==> src/rtl/segcache_pkg.sv <==
package segcache_pkg;

    localparam int ADDR_W     = 32;
    localparam int SEL_W      = 16;
    localparam int DLIM_W     = 20;
    localparam int GRAN_SHIFT = ADDR_W - DLIM_W;
    localparam int SIZE_W     = 2;
    localparam int REAL_SHIFT = 4;

    typedef enum logic {
        MODE_REAL = 1'b0,
        MODE_PROT = 1'b1
    } seg_mode_e;

    typedef struct packed {
        logic [ADDR_W-1:0] base;
        logic [ADDR_W-1:0] limit;
    } seg_cache_t;

    typedef struct packed {
        logic [ADDR_W-1:0] addr;
        logic              fault;
    } acc_result_t;

    // Last byte touched by an access, one bit wider so it never wraps.
    function automatic logic [ADDR_W:0] access_end(input logic [ADDR_W-1:0] ofs,
                                                   input logic [SIZE_W-1:0] size_code);
        logic [ADDR_W:0] extra;
        extra = '0;
        extra[(1<<SIZE_W)-1:0] = ((1<<SIZE_W)'(1) << size_code) - (1<<SIZE_W)'(1);
        return {1'b0, ofs} + extra;
    endfunction

    // Byte or page-scaled limit from the raw descriptor field.
    function automatic logic [ADDR_W-1:0] scale_limit(input logic [DLIM_W-1:0] raw,
                                                      input logic gran);
        if (gran)
            return {raw, {GRAN_SHIFT{1'b1}}};
        else
            return {{GRAN_SHIFT{1'b0}}, raw};
    endfunction

    function automatic logic [ADDR_W-1:0] real_base(input logic [SEL_W-1:0] sel);
        return {{(ADDR_W-SEL_W-REAL_SHIFT){1'b0}}, sel, {REAL_SHIFT{1'b0}}};
    endfunction

endpackage

==> src/rtl/seg_desc_regs.sv <==
module seg_desc_regs
    import segcache_pkg::*;
#(
    parameter logic [ADDR_W-1:0] RESET_BASE  = '0,
    parameter logic [ADDR_W-1:0] RESET_LIMIT = 32'h0000_FFFF
) (
    input  logic              clk,
    input  logic              rst,
    input  seg_mode_e         mode,
    input  logic              load,
    input  logic [SEL_W-1:0]  sel,
    input  logic [ADDR_W-1:0] dbase,
    input  logic [DLIM_W-1:0] dlimit,
    input  logic              dgran,
    output seg_cache_t        cache
);

    always_ff @(posedge clk) begin
        if (rst) begin
            cache.base  <= RESET_BASE;
            cache.limit <= RESET_LIMIT;
        end else if (load) begin
            if (mode == MODE_PROT) begin
                cache.base  <= dbase;
                cache.limit <= scale_limit(dlimit, dgran);
            end else begin
                cache.base  <= real_base(sel);
            end
        end
    end

    AST_REAL_BASE: assert property (@(posedge clk) disable iff (rst)
        (load && mode == MODE_REAL) |=> cache.base[REAL_SHIFT-1:0] == '0 &&
            cache.base[REAL_SHIFT +: SEL_W] == $past(sel));

    AST_REAL_KEEPS_LIMIT: assert property (@(posedge clk) disable iff (rst)
        (load && mode == MODE_REAL) |=> $stable(cache.limit));

    AST_LIMIT_ONLY_PROT: assert property (@(posedge clk) disable iff (rst)
        !(load && mode == MODE_PROT) |=> $stable(cache.limit));

    AST_PROT_BASE: assert property (@(posedge clk) disable iff (rst)
        (load && mode == MODE_PROT) |=> cache.base == $past(dbase));

endmodule

==> src/rtl/seg_limit_check.sv <==
module seg_limit_check
    import segcache_pkg::*;
(
    input  logic [ADDR_W-1:0] ofs,
    input  logic [SIZE_W-1:0] size_code,
    input  logic [ADDR_W-1:0] limit,
    output logic              over
);

    logic [ADDR_W:0] last_byte;

    always_comb begin
        last_byte = access_end(ofs, size_code);
        over      = last_byte > {1'b0, limit};
    end

    AST_FULL_LIMIT_SINGLE_OK: assert final
        (!(limit == '1 && size_code == '0) || !over);

endmodule

==> src/rtl/seg_addr_gen.sv <==
module seg_addr_gen
    import segcache_pkg::*;
(
    input  logic [ADDR_W-1:0] base,
    input  logic [ADDR_W-1:0] ofs,
    output logic [ADDR_W-1:0] addr
);

    always_comb addr = base + ofs;

endmodule

==> src/rtl/seg_cache_unit.sv <==
module seg_cache_unit
    import segcache_pkg::*;
#(
    parameter logic [31:0] RESET_BASE  = 32'h0000_0000,
    parameter logic [31:0] RESET_LIMIT = 32'h0000_FFFF
) (
    input  logic        clk,
    input  logic        rst,
    input  logic        prot_mode,
    input  logic        sel_load,
    input  logic [15:0] sel_value,
    input  logic [31:0] desc_base,
    input  logic [19:0] desc_limit,
    input  logic        desc_gran,
    input  logic        acc_req,
    input  logic [31:0] acc_offset,
    input  logic [1:0]  acc_size,
    output logic [31:0] lin_addr,
    output logic        addr_valid,
    output logic        limit_fault
);

    seg_cache_t  cache;
    acc_result_t res;
    seg_mode_e   mode;

    assign mode = seg_mode_e'(prot_mode);

    seg_desc_regs #(
        .RESET_BASE  (RESET_BASE),
        .RESET_LIMIT (RESET_LIMIT)
    ) u_regs (
        .clk    (clk),
        .rst    (rst),
        .mode   (mode),
        .load   (sel_load),
        .sel    (sel_value),
        .dbase  (desc_base),
        .dlimit (desc_limit),
        .dgran  (desc_gran),
        .cache  (cache)
    );

    seg_addr_gen u_addr (
        .base (cache.base),
        .ofs  (acc_offset),
        .addr (res.addr)
    );

    seg_limit_check u_lim (
        .ofs       (acc_offset),
        .size_code (acc_size),
        .limit     (cache.limit),
        .over      (res.fault)
    );

    always_ff @(posedge clk) begin
        if (rst) begin
            lin_addr    <= '0;
            addr_valid  <= 1'b0;
            limit_fault <= 1'b0;
        end else begin
            lin_addr    <= res.addr;
            addr_valid  <= acc_req && !res.fault;
            limit_fault <= acc_req && res.fault;
        end
    end

    AST_FAULT_EXCLUDES_VALID: assert property (@(posedge clk) disable iff (rst)
        !(addr_valid && limit_fault));

    AST_IDLE_QUIET: assert property (@(posedge clk) disable iff (rst)
        !acc_req |=> !addr_valid && !limit_fault);

    AST_REQ_ANSWERED: assert property (@(posedge clk) disable iff (rst)
        acc_req |=> (addr_valid || limit_fault));

    AST_FULL_LIMIT_ACCEPT: assert property (@(posedge clk) disable iff (rst)
        (acc_req && cache.limit == '1 && acc_size == 2'd0) |=> addr_valid);

    AST_ADDR_WRAPS: assert property (@(posedge clk) disable iff (rst)
        acc_req |=> lin_addr == $past(cache.base) + $past(acc_offset));

endmodule

==> config.mk <==
export PLATFORM = sky130hd
export DESIGN_NAME = seg_cache_unit
export DESIGN_NICKNAME = d
export VERILOG_FILES = /design/src/rtl/segcache_pkg.sv /design/src/rtl/seg_desc_regs.sv /design/src/rtl/seg_limit_check.sv /design/src/rtl/seg_addr_gen.sv /design/src/rtl/seg_cache_unit.sv
export SDC_FILE = /design/constraint.sdc
export NUM_CORES = 1
export LEC_CHECK = 0
export BUFFER_PORTS_ARGS = -buffer_cell sky130_fd_sc_hd__clkbuf_2
export CAP_MARGIN = 0
export CORE_MARGIN = 2
export CORE_UTILIZATION = 42
export DETAILED_ROUTE_END_ITERATION = 8
export SYNTH_ARGS = -nofsm -noshare
export SYNTH_HDL_FRONTEND = slang
export SYNTH_HIERARCHICAL = 1
export SYNTH_SLANG_ARGS = --single-unit
==> constraint.sdc <==
create_clock -name clk -period 4.8 [get_ports clk]
set_clock_uncertainty 0.15 [all_clocks]
set_input_delay 0.48 -clock clk [delete_from_list [all_inputs] [get_ports clk]]
set_output_delay 0.48 -clock clk [all_outputs]
set_load 0.01 [all_outputs]
== Word level (Yosys, flattened, before mapping) ==
Cells that the tools add are included.

* Add/subtract/negate cells: 3
* Magnitude comparators: 1
* Shifts and indexed selects: 1
* Multiplexer cells: 2
* Reduce and logical (&&, ||, !) cells: 4

{| class="wikitable"
|+ Operators with widths
! operator !! count
|-
| 32-bit 2-to-1 mux || 2
|-
| 32-bit by 4-bit adder with 33-bit output || 1
|-
| 33-bit by 32-bit greater-than comparator with 1-bit output || 1
|-
| 32-bit adder || 1
|-
| 1-bit by 2-bit << shifter with 4-bit output (first input constant) || 1
|-
| 4-bit by 2-bit subtractor with 4-bit output (second input constant) || 1
|-
| 1-bit logical AND || 2
|-
| 2-bit AND reduction || 1
|-
| 1-bit zero test || 1
|}

* Register bits: 98
* Input bits: 108
* Output and inout port bits: 34
* Logic and storage cells: 16

== Depth between registers and ports, before layout ==
Gate-level depths: netlist (run 1).

* Depth after elaboration: 6
* Depth in mapped cells: 17

== Hierarchy ==
The synthesis (run 1) kept the hierarchy.

{| class="wikitable"
|+ By module, submodules not included
! module !! times used !! cells each !! area each (um2) !! sequential area each (um2)
|-
| seg_desc_regs || 1 || 291 || 2821.5 || 1281.2
|-
| seg_addr_gen || 1 || 241 || 1744.2 || 0.0
|-
| seg_limit_check || 1 || 216 || 1610.3 || 0.0
|-
| seg_cache_unit || 1 || 71 || 928.4 || 680.7
|}

== Least setup slack after synthesis (run 1) ==
No wires, ideal clock.

* Kind: input to register
* Start point: input acc_size[1]
* End point: register limit_fault
* Setup time: 0.115 ns
* Arrival time: 3.415 ns
* Data required time: 4.535 ns
* Setup slack: 1.119 ns
* Cell stages on the path: 16
* Cells stage by stage: or2_2 ha_1 inv_1 fa_1 nor2b_1 o21ai_1 a2111oi_4 and3_1 xor2_1 ha_1 a21o_1 a21o_1 a221o_1 a211oi_1 a21oi_1 and3b_1

{| class="wikitable"
|+ RTL lines
! what !! RTL line !! text
|-
| start, declared || seg_cache_unit.sv:17 || <nowiki>input logic [1:0] acc_size,</nowiki>
|-
| end signal, assigned || seg_cache_unit.sv:65 || <nowiki>limit_fault <= acc_req && res.fault;</nowiki>
|-
| end, declared || seg_cache_unit.sv:20 || <nowiki>output logic limit_fault</nowiki>
|}

==> results of run 1 <==
[layer usage]
metal  wire [um]  part of all wire
met4         340             0.018
met2        8000              0.43
met3         732             0.039
met5           0                 0
met1        9630              0.51
[sequential cells by signal (all words and copies together) (netlist names)]
register	cells
addr_valid	1
limit_fault	1
lin_addr	32
u_regs/cache	64
[layout make-up]
cell class	count	area (um2)	area share
inverters	44	165	0.0203
clock inverters	4	51.3	0.00630
repair buffers	145	753	0.0925
well taps	220	275	0.0338
flip-flops and latches	98	1960	0.241
multi-input cells	627	4690	0.576
clock buffers	12	246	0.0303
[report_power, final]
| part | total [uW] | switching, uW | internal, uW |
|---|---|---|---|
| combinational | 566 | 321 | 245 |
| sequential | 895 | 23.0 | 872 |
| clock | 747 | 327 | 419 |
| total | 2210 | 671 | 1540 |
[cells by family (layout without fill, tap and decap cells)]
kind of cell	after synthesis	count (layout)	share of synthesized area
other cells	1	1	0.000528
xor+xnor	58	58	0.0715
compound gates	223	223	0.218
mux	26	26	0.0366
flops	98	98	0.276
simple gates	250	250	0.209
fa+ha+maj	69	69	0.124
buf+inv	94	205	0.0641
[cell usage in the layout (no fill, tap or decap), drive strengths merged, types with 21 or more instances in the layout]
master and instances:
nand2 28, nor2 40, nand3 39, mux2i 26
a21o 28, ha 67, a211oi 21, inv 44
clkbuf 150, nor2b 36, nand4 30, a21oi 88
dfxtp 98, xor2 39
[how the worst max path moves through the flow]
stage	start	to	slack, ps	cells after the start
2_1_floorplan	acc_size[1]	limit_fault	1120	16
3_3_place_gp	acc_size[1]	limit_fault	690	16
3_5_place_dp	acc_size[1]	limit_fault	650	17
4_1_cts	acc_size[1]	limit_fault	1010	17
5_1_grt	acc_size[1]	limit_fault	730	17
6_report	acc_size[1]	limit_fault	990	17
[through the flow]
stage / total power (uW) / utilization / hold slack, ps
detailed placement: 1480 / 0.473 / 315
floorplan: 1300 / - / 300
global route: 2320 / 0.491 / 235
CTS: 2220 / 0.491 / 211
global placement: 1470 / 0.473 / 312
finish: 2210 / 0.491 / 228
[critical path: cells and delay by family]
family,cells,cell delay [ps]
compound gates,4,940
xor+xnor,1,160
fa+ha+maj,3,720
simple gates,7,1490
buf+inv,2,170
==> impl_metrics.ini, run 1 <==
[critical_path]
cpMaxStageDelayCell = and2_1
end_kind = register
crit_fanout = 9
worstPathRequired_ps = 4950
rrSetupSlack_ps = 1820
reg2regPathDepth = 10
cp.arrival_ps = 3960
cp_slowest_stage_delay_ps = 430
startpoint_type = primary input
reg2reg_from = u_regs/cache[32]
cp_common_cell = ha_1
crit_path_cell_trace = clkbuf_2, or2_2, ha_1, inv_1, fa_1, nor2b_1, o21ai_1, and2_1, nor2_1, xor2_1, ha_1, nand4_1, nor3_1, a21boi_0, o41ai_1, a21oi_1, and3b_1
critPathKind = in -> reg
rr_endpoint = lin_addr[26]

[grt]
first_global_vias = 5772
grt_overflow_total = 0
grt_max_degree = 100
grt-busiest-layer = met2
grt_pass1_wl_um = 30100
antenna_found_initial = 0
grt_usage = 0.210
use_met3 = 0.0268
use_met2 = 0.316
met1_usage = 0.311

[clock_tree]
path_clk_slew_ps = 70
cts.sinks = 98
post_cts_buffers = 0
htreeDepth = 3
cts_tree = yes
ctsResizeCount = 0
insertion_delay_ps = 350
cts-root-buf = clkbuf_16
ctsHoldBuffers = 0
cts_buffers = 9
clockBufferDepth = 2

[final_layout]
syn_to_final_growth_pct = 14.6
final_cells = 1150
fin_area_mm2 = 0.00814
antenna_cells = 0
fin_nets = 1102
fillCellCount = 1683
drive_gt1_frac = 0.213

[synthesis]
synth.most_common_cell = dfxtp_1
synth_ff_type = dfxtp_1
yosysSeqAreaShare = 0.276
synthTopCellsByArea = dfxtp_1 28%, ha_1 12%, a21oi_1 6.2%, xor2_1 4.8%, mux2i_1 3.7%
synth-edff-count = 0
ys_warn_count = 6
synth_seq_cells = 98
postSynthCellCount = 819
synth_area_mm2 = 0.00710
yosysTopAreaCell = dfxtp_1
yosysUniqueCellTypes = 72
async_reset_ff_frac = 0
synth_top_area_frac = 0.276
syn_avg_cell_area_um2 = 8.67
syn_nets = 996
synth_common_cells = 98 x dfxtp_1, 88 x a21oi_1, 67 x ha_1, 44 x inv_1, 40 x nor2_1

[sta]
finalHoldViolations = 0
layout_setup_ws_ps = 992
setup_viol = 0
worst_slew_pin_slew_ps = 707
min_period_ps = 3810
fmax_ghz = 0.263
post-route-period-util = 0.793
slew_headroom = 0.529
timing.setup.tns_ps = 0
slew_viol_final = 0
rsz0062_at_grt = no

[place]
dp_worst_setup_slack_ps = 646
routabilityCongestion = 0.886
portBuffers = 141
dp_hpwl_um = 14300
place_area_mm2 = 0.00784
dp.cells = 1134

[flow_run]
cap_violations = 0

[run_status]
status = completed

[power_and_ir_drop]
power_leakage_uw = 0.00387
p_per_area_mw_per_mm2 = 271
ir_drop_v = 0.000166

[routing]
vias_per_cell = 5.42
ant_nets = 0
drtIter0Drc = 541
finalWirelength_um = 18700
wire_per_inst_um = 16.3
firstDrtPassIters = 5
drc_errors = 0
vias = 6230

[min_path]
holdPathStages = 3
hold_class = in -> reg
hp-start = desc_base[25]
hold_end = u_regs/cache[57]

[floorplanning]
row_count = 47
die_width_um = 134
initial_core_util = 0.428
core_region_area_mm2 = 0.0166
io_pins = 142
fp.dieH_um = 134
die_area_mm2 = 0.0180
(Power assumes the default switching activity.)
==> run 2: changes to the inputs <==
--- a/config.mk
+++ b/config.mk
@@ -10,6 +10,7 @@
 export CORE_MARGIN = 2
 export CORE_UTILIZATION = 42
 export DETAILED_ROUTE_END_ITERATION = 8
+export PLACE_DENSITY = 0.66
 export SYNTH_ARGS = -nofsm -noshare
 export SYNTH_HDL_FRONTEND = slang
 export SYNTH_HIERARCHICAL = 1
==> constraint.sdc (replaced) <==
create_clock -name clk -period 3.4 [get_ports clk]
set_clock_uncertainty 0.15 [all_clocks]
set_input_delay 0.34 -clock clk [delete_from_list [all_inputs] [get_ports clk]]
set_output_delay 0.34 -clock clk [all_outputs]
set_load 0.01 [all_outputs]
==> run 2 against run 1 <==
  * The run now ends with negative setup slack left
  * Largest cell class unchanged
  * Combinational power up 51%
  * Flip-flop and latch count unchanged
  * Highest routed layer unchanged
  * Clock power up 33%
  * Routed wire length up 1.9%
  * Final cell count up 3.5%
  * Sequential power up 41%
  * Via count up 2.5%
  * Worst hold slack worse by 140 ps
  * Setup slack worse by 1000 ps
  * Count of clock-buffer cells in the layout up 2
==> impl_metrics.ini, run 2 (synthesis gave the netlist of run 1 again) <==
[final_layout]
fillCellCount = 1612
multi_input_area_mm2 = 0.00475
final_util = 0.513
final_common_cell = clkbuf_2
regMostFlops = u_regs/cache
largest_reg_flops = 64
drive_gt1_frac = 0.256
syn_to_final_growth_pct = 19.7
fin_nets = 1143
final_cell_mix = 136 x clkbuf_2, 98 x dfxtp_1, 86 x a21oi_1, 66 x ha_1, 46 x buf_4
top_regs = u_regs/cache (64), lin_addr (32)
antenna_cells = 0
seqCellArea_mm2 = 0.00196

[clock_tree]
cts.sinks = 98
ctsHoldBuffers = 0
insertion_delay_ps = 360
htreeDepth = 3
cts_buffers = 9
path_clk_slew_ps = 70
cts-root-buf = clkbuf_16
cts_tree = yes
clockBufferDepth = 2
post_cts_buffers = 0

[power_and_ir_drop]
ir_drop_v = 0.000244
power_leakage_uw = 0.00408
p_seq_frac = 0.406
p_clk_frac = 0.320
p_sw_uw = 943
power_frac_comb = 0.275
p_total_uw = 3110
p_per_area_mw_per_mm2 = 366
swShare = 0.303
power.internal_uw = 2170

[critical_path]
cp_common_cell = a21o_1
end_kind = register
rrSetupSlack_ps = 540
crit_path_cell_trace = buf_6, or2_4, ha_4, inv_2, fa_2, nor2b_4, o21ai_4, a2111oi_4, and3_1, xor2_1, ha_1, a21o_1, a21o_1, a221o_1, a211oi_2, a21oi_2, and3b_1
startpoint_type = primary input
cp_top_family = compound AO/OA/AOI/OAI gates
reg2regPathDepth = 10
cp.arrival_ps = 3520
cp_slowest_stage_delay_ps = 440
reg2reg_from = u_regs/cache[32]
crit_buf_inv = 2
crit_fanout = 3
rr_endpoint = lin_addr[26]
worstPathRequired_ps = 3500
critPathKind = in -> reg
cpMaxStageDelayCell = a2111oi_4

[routing]
ant_nets = 0
vias_per_cell = 5.37
drtIter0Drc = 432
drc_errors = 0
wire_per_inst_um = 16.0
vias = 6386
firstDrtPassIters = 5
finalWirelength_um = 19100

[grt]
first_global_vias = 6108
grt_overflow_total = 0
antenna_found_initial = 0
grt_pass1_wl_um = 30500
grt_usage = 0.213
grt_max_degree = 48

[sta]
setup_viol = 1
layout_setup_ws_ps = -21.2
slew_viol_final = 0
fmax_ghz = 0.292
finalHoldViolations = 0
post-route-period-util = 1.01
min_period_ps = 3420
rsz0062_at_grt = yes
slew_headroom = 0.522
worst_slew_pin_slew_ps = 717

[flow_run]
cap_violations = 0

[floorplanning]
die_width_um = 134
core_region_area_mm2 = 0.0166
fp.dieH_um = 134
initial_core_util = 0.428
row_count = 47
io_pins = 142
die_area_mm2 = 0.0180

[run_status]
status = complete, but fails checks
violations = negative setup slack

[place]
portBuffers = 141
dp_hpwl_um = 15000
routabilityCongestion = 0.918

[min_path]
holdPathStages = 3
hp-start = desc_base[23]
hold_class = in -> reg
hold_end = u_regs/cache[55]
-- run 2: cell types whose count changed in the layout (fill, tap and decap cells not counted), moves of 2 or more --
| cell | previous run | this run |
|---|---|---|
| a21oi_2 | 0 | 2 |
| clkbuf_2 | 138 | 136 |
| clkbuf_8 | 1 | 3 |
| buf_4 | 5 | 46 |
| buf_6 | 0 | 2 |
| a21oi_1 | 88 | 86 |
-- run 2: worst max path at each step --
| stage | depth (start not counted) | start | end | slack (ps) |
|---|---|---|---|---|
| after global routing | 17 | acc_size[0] | limit_fault | -210 |
| after CTS | 17 | acc_size[1] | limit_fault | 40 |
| after floorplan | 16 | acc_size[1] | limit_fault | -20 |
| final | 17 | acc_size[0] | limit_fault | -20 |
| after global placement | 18 | acc_size[1] | limit_fault | -270 |
| after detailed placement | 18 | acc_size[1] | limit_fault | -380 |
-- run 2: timing repair --
| action | 4_1_cts | 5_1_grt |
|---|---|---|
| resized for setup | 1 | 13 |
| setup endpoints to repair | 1 | 2 |
| pin swaps | 0 | 13 |
-- run 2: worst register-to-register path: cells and delay by family (launching register included) --
kind	cells	cell delay [ps]
compound gates	5	1220
flops	1	310
simple gates	2	230
xor+xnor	1	140
fa+ha+maj	2	670
-- run 2: metrics by stage --
stage	cell area (um2)	hold WS (ps)	setup slack, ps	std cells	TNS, ps
floorplan	7120	262	-16.3	819	-16.3
global placement	8160	312	-273	1175	-501
detailed placement	8160	318	-380	1175	-713
CTS	8440	74.2	37.7	1190	0
global route	8510	94.0	-206	1190	-344
finish	8510	83.4	-21.2	1190	-21.2
-- run 2: final cells by class --
class | instances | share of cell area
Clock inverter | 1 | 0.00103
Timing Repair Buffer | 186 | 0.126
Tap cell | 220 | 0.0324
Clock buffer | 14 | 0.0322
Sequential cell | 98 | 0.231
Multi-Input combinational cell | 627 | 0.558
Inverter | 44 | 0.0194
-- run 2: metal layers --
metal / vias up / GRT usage / part of all wire
met5: - / 0 / 0
met2: 167 / 0.338 / 0.45
met1: 2942 / 0.294 / 0.48
met3: 28 / 0.0268 / 0.044
met4: 0 / 0.0836 / 0.025
li1: 3249 / - / -
-- run 2: power groups by stage --
stage	Combinational [uW]	Sequential (uW)	Clock (uW)
floorplan	526	1310	0
global placement	827	1290	0
detailed placement	834	1290	0
CTS	841	1260	1020
global route	943	1270	1070
finish	856	1260	996
==> run 3: changes to the inputs <==
--- a/config.mk
+++ b/config.mk
@@ -8,9 +8,9 @@
 export BUFFER_PORTS_ARGS = -buffer_cell sky130_fd_sc_hd__clkbuf_2
 export CAP_MARGIN = 0
 export CORE_MARGIN = 2
-export CORE_UTILIZATION = 42
+export CORE_UTILIZATION = 51
 export DETAILED_ROUTE_END_ITERATION = 8
-export PLACE_DENSITY = 0.66
+export PLACE_DENSITY = 0.78
 export SYNTH_ARGS = -nofsm -noshare
 export SYNTH_HDL_FRONTEND = slang
 export SYNTH_HIERARCHICAL = 1
==> run 3 against run 2 <==
  * The run still ends with negative setup slack left
  * Via count grew 3.8%
  * Maximum frequency shrank 0.76%
  * Utilization grew 11 points
  * Design area grew 0.63%
  * Largest power group unchanged
  * Sequential share of layout area shrank 0.14 points
  * Critical path type unchanged
  * Total power grew 1.1%
==> impl_metrics.ini, run 3 (synthesis gave the netlist of run 1 again) <==
[run_status]
status = complete, but fails checks
violations = negative setup slack

[clock_tree]
cts_buffers = 9
cts.sinks = 98
insertion_delay_ps = 360
cts_tree = yes
htreeDepth = 3
cts-root-buf = clkbuf_16
path_clk_slew_ps = 70
clockBufferDepth = 2

[place]
dp_hpwl_um = 14400
portBuffers = 141
routabilityCongestion = 0.971

[power_and_ir_drop]
p_seq_frac = 0.401
power_leakage_uw = 0.00415
ir_drop_v = 0.000217
p_sw_uw = 970
p_clk_frac = 0.322
power_frac_comb = 0.276
p_total_uw = 3150
power.internal_uw = 2180
p_per_area_mw_per_mm2 = 368
swShare = 0.308

[critical_path]
critPathKind = in -> reg
end_kind = register
startpoint_type = primary input
cp.arrival_ps = 3550
cpMaxStageDelayCell = a2111oi_4
cp_top_family = compound AO/OA/AOI/OAI gates
crit_path_cell_trace = buf_6, or2_4, ha_4, inv_2, fa_2, nor2b_4, o21ai_4, a2111oi_4, buf_4, xor2_1, ha_1, a21oi_1, o21ai_0, a221o_1, a211oi_2, a21oi_2, and3b_1
worstPathRequired_ps = 3500
crit_buf_inv = 3
cp_slowest_stage_delay_ps = 420
crit_fanout = 3

[grt]
grt_usage = 0.250
grt_max_degree = 91
met1_usage = 0.335
grt_pass1_wl_um = 29600
antenna_found_initial = 0
use_met2 = 0.410
grt_overflow_total = 0
use_met3 = 0.0342
first_global_vias = 6136
grt-busiest-layer = met2

[sta]
slew_viol_final = 0
finalHoldViolations = 0
worst_slew_pin_slew_ps = 695
layout_setup_ws_ps = -47.2
timing.setup.tns_ps = -47.2
rsz0062_at_grt = yes
post-route-period-util = 1.01
fmax_ghz = 0.290
min_period_ps = 3450
slew_headroom = 0.537
setup_viol = 1

[routing]
vias_per_cell = 5.73
ant_nets = 0
vias = 6631
firstDrtPassIters = 5
wire_per_inst_um = 16.3
drtIter0Drc = 481
finalWirelength_um = 18800
drc_errors = 0

[final_layout]
final_cell_mix = 136 x clkbuf_2, 98 x dfxtp_1, 86 x a21oi_1, 66 x ha_1, 49 x buf_4
fin_nets = 1150
largest_reg_flops = 64
antenna_cells = 0
syn_to_final_growth_pct = 20.5
final_util = 0.624
top_regs = u_regs/cache (64), lin_addr (32)
regMostFlops = u_regs/cache
final_common_cell = clkbuf_2
drive_gt1_frac = 0.265

[floorplanning]
fp.dieH_um = 122
die_width_um = 122
die_area_mm2 = 0.0149
initial_core_util = 0.518
row_count = 43
core_region_area_mm2 = 0.0137
io_pins = 142

[min_path]
hold_class = in -> reg

[flow_run]
cap_violations = 0
==> run 3: routing by layer <==
metal | share of wire | vias up
met5 | 0 | -
met4 | 0.021 | 0
met3 | 0.059 | 33
met2 | 0.47 | 240
met1 | 0.45 | 3082
li1 | - | 3276
==> run 3: cell type report <==
| class | instances | area, um2 |
|---|---|---|
| Timing Repair Buffer | 193 | 1150 |
| Multi-Input combinational cell | 627 | 4770 |
| Fill cell | 1212 | 5160 |
| Inverter | 44 | 165 |
| Tap cell | 180 | 225 |
| Sequential cell | 98 | 1960 |
| Clock inverter | 3 | 22.5 |
| Clock buffer | 12 | 267 |
==> run 3: power groups by stage <==
stage	logic [uW]	registers, uW	clock network (uW)
2_1_floorplan	526	1310	0
6_report	870	1260	1020
4_1_cts	842	1270	1030
3_5_place_dp	833	1290	0
3_3_place_gp	820	1290	0
5_1_grt	950	1270	1060
==> run 3: worst min-delay path, cell delays in order <==
cell,delay (ps)
clkbuf_2,80
nand3_1,70
a21oi_1,60
==> run 3: stage by stage <==
stage               instance area, um2  cells  hold WS, ps  setup WS [ps]
finish                            8560   1157         92.0          -47.2
global route                      8560   1157         94.8           -117
CTS                               8460   1153         84.9           27.5
detailed placement                8160   1138          316           -374
global placement                  8160   1138          312           -248
floorplan                         7120    819          262          -16.3
==> run 3: timing repair <==
action,4_1_cts,5_1_grt
pin swaps,1,16
buffers inserted,0,4
gates resized for setup,3,15
gates cloned,0,0
hold buffers,0,0
setup endpoints to repair,1,2
==> run 3: final timing paths <==
path                                       start                to  slack, ps  cells after the start
worst max-delay path                 acc_size[0]       limit_fault        -50                     17
worst min-delay path               desc_base[25]  u_regs/cache[57]         90                      3
worst max register to register  u_regs/cache[32]      lin_addr[26]        590                     10
worst min register to register  u_regs/cache[58]  u_regs/cache[58]        330                      2
